==> src/rtl/keyed_wdt_pkg.sv <==
package keyed_wdt_pkg;

    localparam int SEL_W = 3;
    localparam int KEY_W = 4;
    localparam logic [KEY_W-1:0] STOP_KEY = 4'b1010;

    typedef struct packed {
        logic             idle_on;
        logic [SEL_W-1:0] span_sel;
        logic [KEY_W-1:0] key;
    } wdt_ctrl_t;

    localparam wdt_ctrl_t CTRL_RST = '{idle_on: 1'b0, span_sel: 3'b111, key: STOP_KEY};

    function automatic logic key_runs(input logic [KEY_W-1:0] k);
        return k != STOP_KEY;
    endfunction

endpackage

==> src/rtl/wdt_prescale.sv <==
module wdt_prescale #(
    parameter int PRE_W = 2
) (
    input  logic clk,
    input  logic rst,
    output logic tick
);
    logic [PRE_W-1:0] pre_q;

    always_ff @(posedge clk) begin
        if (rst) pre_q <= '0;
        else     pre_q <= pre_q + 1'b1;
    end

    assign tick = &pre_q;


    tick_gap_chk: assert property (@(posedge clk) disable iff (rst) tick |=> !tick);
endmodule

==> src/rtl/wdt_ctrl_reg.sv <==
module wdt_ctrl_reg
    import keyed_wdt_pkg::*;
(
    input  logic       clk,
    input  logic       rst,
    input  logic       we,
    input  logic [7:0] wdata,
    output wdt_ctrl_t  ctrl,
    output logic       span_chg
);
    wdt_ctrl_t ctrl_q;
    wdt_ctrl_t wr_view;

    assign wr_view = wdata;

    always_ff @(posedge clk) begin
        if (rst)     ctrl_q <= CTRL_RST;
        else if (we) ctrl_q <= wr_view;
    end

    assign ctrl     = ctrl_q;
    assign span_chg = we && (wr_view.span_sel != ctrl_q.span_sel);


    wr_hold_chk: assert property (@(posedge clk) disable iff (rst)
        we |=> (ctrl_q == $past(wr_view)));
endmodule

==> src/rtl/wdt_counter.sv <==
module wdt_counter
    import keyed_wdt_pkg::*;
#(
    parameter int CNT_W   = 20,
    parameter int MIN_EXP = 13
) (
    input  logic             clk,
    input  logic             rst,
    input  logic             run,
    input  logic             tick,
    input  logic             restart,
    input  logic [SEL_W-1:0] span_sel,
    output logic             fire
);
    localparam int TOP_EXP = MIN_EXP + (1 << SEL_W) - 1;

    logic [CNT_W-1:0] cnt_q;
    logic [CNT_W-1:0] term_mask;
    logic             at_term;
    logic             fire_q;

    always_comb begin
        for (int i = 0; i < CNT_W; i++) begin
            term_mask[i] = (i < (MIN_EXP + int'(span_sel)));
        end
    end

    assign at_term = (cnt_q & term_mask) == term_mask;

    always_ff @(posedge clk) begin
        if (rst) begin
            cnt_q  <= '0;
            fire_q <= 1'b0;
        end else begin
            fire_q <= 1'b0;
            if (!run || restart) begin
                cnt_q <= '0;
            end else if (tick) begin
                if (at_term) begin
                    cnt_q  <= '0;
                    fire_q <= 1'b1;
                end else begin
                    cnt_q <= cnt_q + 1'b1;
                end
            end
        end
    end

    assign fire = fire_q;

    initial begin
        width_ok_chk: assert (CNT_W >= TOP_EXP);
    end


    one_cycle_req_chk: assert property (@(posedge clk) disable iff (rst) fire_q |=> !fire_q);

    stop_holds_chk: assert property (@(posedge clk) disable iff (rst)
        !run |=> (cnt_q == '0) && !fire_q);

    clear_zero_chk: assert property (@(posedge clk) disable iff (rst)
        restart |=> (cnt_q == '0) && !fire_q);
endmodule

==> src/rtl/keyed_wdt.sv <==
module keyed_wdt
    import keyed_wdt_pkg::*;
#(
    parameter int CNT_W   = 20,
    parameter int MIN_EXP = 13
) (
    input  logic       clk,
    input  logic       rst,
    input  logic       src_sel,
    input  logic       sub_tick,
    input  logic       sw_clr,
    input  logic       ctrl_we,
    input  logic [7:0] ctrl_wdata,
    output logic [7:0] ctrl_rdata,
    output logic       idle_sysclk_on,
    output logic       wdt_rst_req
);
    wdt_ctrl_t ctrl;
    logic      span_chg;
    logic      sys_tick;
    logic      tick;
    logic      run;

    wdt_ctrl_reg u_reg (
        .clk      (clk),
        .rst      (rst),
        .we       (ctrl_we),
        .wdata    (ctrl_wdata),
        .ctrl     (ctrl),
        .span_chg (span_chg)
    );

    wdt_prescale #(.PRE_W(2)) u_pre (
        .clk  (clk),
        .rst  (rst),
        .tick (sys_tick)
    );

    assign tick = src_sel ? sys_tick : sub_tick;
    assign run  = key_runs(ctrl.key);

    wdt_counter #(.CNT_W(CNT_W), .MIN_EXP(MIN_EXP)) u_cnt (
        .clk      (clk),
        .rst      (rst),
        .run      (run),
        .tick     (tick),
        .restart  (sw_clr || span_chg),
        .span_sel (ctrl.span_sel),
        .fire     (wdt_rst_req)
    );

    assign ctrl_rdata     = ctrl;
    assign idle_sysclk_on = ctrl.idle_on;


    reset_val_chk: assert property (@(posedge clk) rst |=> (ctrl_rdata == 8'h7A) && !wdt_rst_req);
endmodule

==> config.mk <==
export PLATFORM = sky130hd
export DESIGN_NAME = keyed_wdt
export DESIGN_NICKNAME = d
export VERILOG_FILES = /design/src/rtl/keyed_wdt_pkg.sv /design/src/rtl/wdt_prescale.sv /design/src/rtl/wdt_ctrl_reg.sv /design/src/rtl/wdt_counter.sv /design/src/rtl/keyed_wdt.sv
export SDC_FILE = /design/constraint.sdc
export NUM_CORES = 1
export LEC_CHECK = 0
export BUFFER_PORTS_ARGS = -buffer_cell sky130_fd_sc_hd__buf_2
export CORE_ASPECT_RATIO = 2
export CORE_MARGIN = 10
export CORE_UTILIZATION = 61
export DETAILED_ROUTE_END_ITERATION = 12
export GPL_ROUTABILITY_DRIVEN = 0
export PLACE_DENSITY = 0.82
export SKIP_LAST_GASP = 1
export SYNTH_ARGS = -nofsm -noshare
export SYNTH_HDL_FRONTEND = slang
export SYNTH_SLANG_ARGS = --single-unit
export TNS_END_PERCENT = 50
==> constraint.sdc <==
create_clock -name clk -period 7.4 [get_ports clk]
set_clock_uncertainty 0.1 [all_clocks]
set_input_delay 0.74 -clock clk [delete_from_list [all_inputs] [get_ports clk]]
set_output_delay 0.74 -clock clk [all_outputs]
set_load 0.005 [all_outputs]
==> results.sh <==
export IMPL_status="completed"
export IMPL_critPathCaptureType="register"
export IMPL_min_to="u_pre.pre_q[0]$_SDFF_PP0_"
export IMPL_netlist_area_sq_um=1730
export IMPL_grt_pass1_vias=1490
export IMPL_gr_total_overflow=0
export IMPL_critPathTopFamily="adder cells"
export IMPL_rr_endpoint="u_cnt.fire$_SDFF_PP0_"
export IMPL_grt_pass1_wl_mm=6.53
export IMPL_min_from="u_pre.pre_q[0]$_SDFF_PP0_"
export IMPL_rows=27
export IMPL_syn_to_final_growth_pct=13.4
export IMPL_placed_cells=239
export IMPL_synth_common_cells="31 x dfxtp_1, 30 x nand2_1, 23 x nor2_1, 14 x xor2_1, 9 x nand3_1"
export IMPL_die_h_um=95.2
export IMPL_cts_resized=0
export IMPL_peakVddDrop_v=0.000168
export IMPL_power_density_nw_per_um2=186
export IMPL_synth_distinct_cells=40
export IMPL_worst_pin_slew_ps=851
export IMPL_yosysMostFrequentCell="dfxtp_1"
export IMPL_min_period_ps=2740
export IMPL_fin_cells=247
export IMPL_ant_nets=0
export IMPL_core_sq_um=2740
export IMPL_synth_edf_count=0
export IMPL_r2r_start="u_reg.ctrl[5]$_SDFFE_PP1P_"
export IMPL_cts_tree="built"
export IMPL_yosysWarningCount=0
export IMPL_path_common_cell="ha_1"
export IMPL_post_cts_buffers=0
export IMPL_yosysSeqAreaShare_pct=35.9
export IMPL_grt_max_degree=22
export IMPL_dpl_instance_area_sq_um=1850
export IMPL_leakagePower_nw=0.813
export IMPL_finalHoldViolations=0
export IMPL_ctsHoldBuffers=0
export IMPL_clock_sinks=31
export IMPL_grt_total_usage_pct=14.8
export IMPL_io_pins=24
export IMPL_syn_area_per_cell_sq_um=8.99
export IMPL_ys_ff_latch=31
export IMPL_arrival_ps=2880
export IMPL_start_util_pct=63.1
export IMPL_antenna_found_initial=0
export IMPL_routed_via_count=1448
export IMPL_hp_class="reg -> reg"
export IMPL_synth_fp_nets=212
export IMPL_viasPerCell=5.86
export IMPL_wl_per_cell_um=16.0
export IMPL_syn_inst=192
export IMPL_fin_crit_sh_pct=37.1
export IMPL_relSlewSlack_pct=42.7
export IMPL_cp_max_fo=21
export IMPL_hold_depth=1
export IMPL_synth_ff_type="dfxtp_1"
export IMPL_dieArea_sq_um=5490
export IMPL_rsz0062_at_grt="false"
export IMPL_routed_wl_mm=3.95
export IMPL_cts_max_path_buffers=2
export IMPL_numCtsBuffers=5
export IMPL_cts_clk_slew_worst_paths_ps=70
export IMPL_drive_gt1_share_pct=22.0
export IMPL_critPathRequiredTime_ps=7530
export IMPL_cap_violations=0
export IMPL_cp_cell_sequence="ha_1, inv_1, ha_1, nand2b_1, a21oi_1, o2111ai_2, a2111oi_4, buf_4, and2_2"
export IMPL_insertion_delay_ps=280
export IMPL_maxSlewViolCount=0
export IMPL_design_area_sq_um=1960
export IMPL_synth_area_leaders="dfxtp_1 36%, xor2_1 7.1%, nand2_1 6.5%"
export IMPL_slowest_stage="ha_1"
export IMPL_tns_ps=0
export IMPL_dp_hpwl_mm=2.93
export IMPL_synth_top_area_share_pct=35.9
export IMPL_r2r_cells=9
export IMPL_critical_path_class="reg -> reg"
export IMPL_critPathMaxStageDelay_ps=460
export IMPL_drc=0
export IMPL_dieWidth_um=57.6
export IMPL_r2r_slack_ps=4660
export IMPL_firstDrtPassIters=4
export IMPL_setup_violations=0
export IMPL_cts_root_buf="clkbuf_8"
export IMPL_async_flop_share_pct=0
export IMPL_critPathBufInv=2
export IMPL_max_freq_mhz=364
export IMPL_drtIter0Drc=41
export IMPL_n_antenna_cell=0
export IMPL_crit_path_start_kind="register"
export IMPL_yosysTopAreaCell="dfxtp_1"
export IMPL_port_buffers=23
export IMPL_cts_htree_levels=2
export IMPL_nets=237
where the power goes:
part / switching [W] / leakage (nW) / internal (W) / total [W]
Clock: 0.0000640 / 0.0505 / 0.0000845 / 0.000149
Sequential: 0.00000357 / 0.252 / 0.000171 / 0.000174
Combinational: 0.0000225 / 0.511 / 0.0000188 / 0.0000412
Total: 0.0000901 / 0.813 / 0.000274 / 0.000364
how the worst max path moves through the flow:
stage                          startpoint  slack, ps  cells after the start                           end
2_1_floorplan  u_reg.ctrl[5]$_SDFFE_PP1P_       4890                     10  u_cnt.cnt_q[13]$_SDFFE_PP0P_
3_3_place_gp   u_reg.ctrl[5]$_SDFFE_PP1P_       4740                      9         u_cnt.fire$_SDFF_PP0_
3_5_place_dp   u_reg.ctrl[5]$_SDFFE_PP1P_       4690                      9         u_cnt.fire$_SDFF_PP0_
4_1_cts        u_reg.ctrl[5]$_SDFFE_PP1P_       4660                      9         u_cnt.fire$_SDFF_PP0_
5_1_grt        u_reg.ctrl[5]$_SDFFE_PP1P_       4470                      9         u_cnt.fire$_SDFF_PP0_
6_report       u_reg.ctrl[5]$_SDFFE_PP1P_       4660                      9         u_cnt.fire$_SDFF_PP0_
through the flow:
stage	power, W	hold slack, ps	setup slack [ps]	utilization (%)
2_1_floorplan	0.000205	295	4890	-
3_3_place_gp	0.000217	307	4740	67.8
3_5_place_dp	0.000219	319	4690	67.8
4_1_cts	0.000367	330	4660	71.6
5_1_grt	0.000377	335	4470	71.6
6_report	0.000364	334	4660	71.6
logic make-up (layout without fill, tap and decap cells):
logic type	Yosys count	count (layout)	synth area share, %
compound gates	23	23	12.2
flops	31	31	35.9
xor+xnor	21	21	10.7
simple gates	90	90	27.7
buf+inv	12	38	3.70
mux	9	9	5.51
fa+ha+maj	6	6	4.35
final cells by class:
type | instances | area (sq um)
clock buffers | 7 | 96.3
clock inverters | 1 | 7.51
fillers | 196 | 778
inverters | 5 | 18.8
multi-input cells | 149 | 1050
flip-flops and latches | 31 | 621
well taps | 29 | 36.3
repair buffers | 25 | 130
routing by layer:
metal  up-vias  track usage [%]  share of wire, %
li1        714                -                 -
met1       677             13.0                36
met2        41             28.0                55
met3        16             4.53               5.2
met4         0             9.06               3.5
met5         -                0                 0
registers in the layout, indices dropped and copies added, names as in the netlist:
signal / flops
u_reg.ctrl: 8
u_pre.pre_q: 2
u_cnt.cnt_q: 20
u_cnt.fire: 1
cell usage in the layout, fill, tap and decap left out, drive strengths merged, types with 2 or more instances in the layout:
| cell | netlist | routed |
|---|---|---|
| nand3 | 9 | 9 |
| ha | 6 | 6 |
| nor4b | 2 | 2 |
| xor2 | 14 | 14 |
| nor4 | 3 | 3 |
| xnor2 | 7 | 7 |
| buf | 3 | 25 |
| nor3 | 3 | 3 |
| o21ai | 2 | 2 |
| nor3b | 10 | 10 |
| a2111oi | 3 | 3 |
| a21oi | 5 | 5 |
| clkbuf | 4 | 7 |
| and3 | 2 | 2 |
| dfxtp | 31 | 31 |
| nor2 | 23 | 23 |
| o21a | 2 | 2 |
| o211ai | 3 | 3 |
| inv | 5 | 5 |
| mux2i | 8 | 8 |
| nand4 | 4 | 4 |
| nand2 | 30 | 30 |
Power figures use the tool's default switching activity.
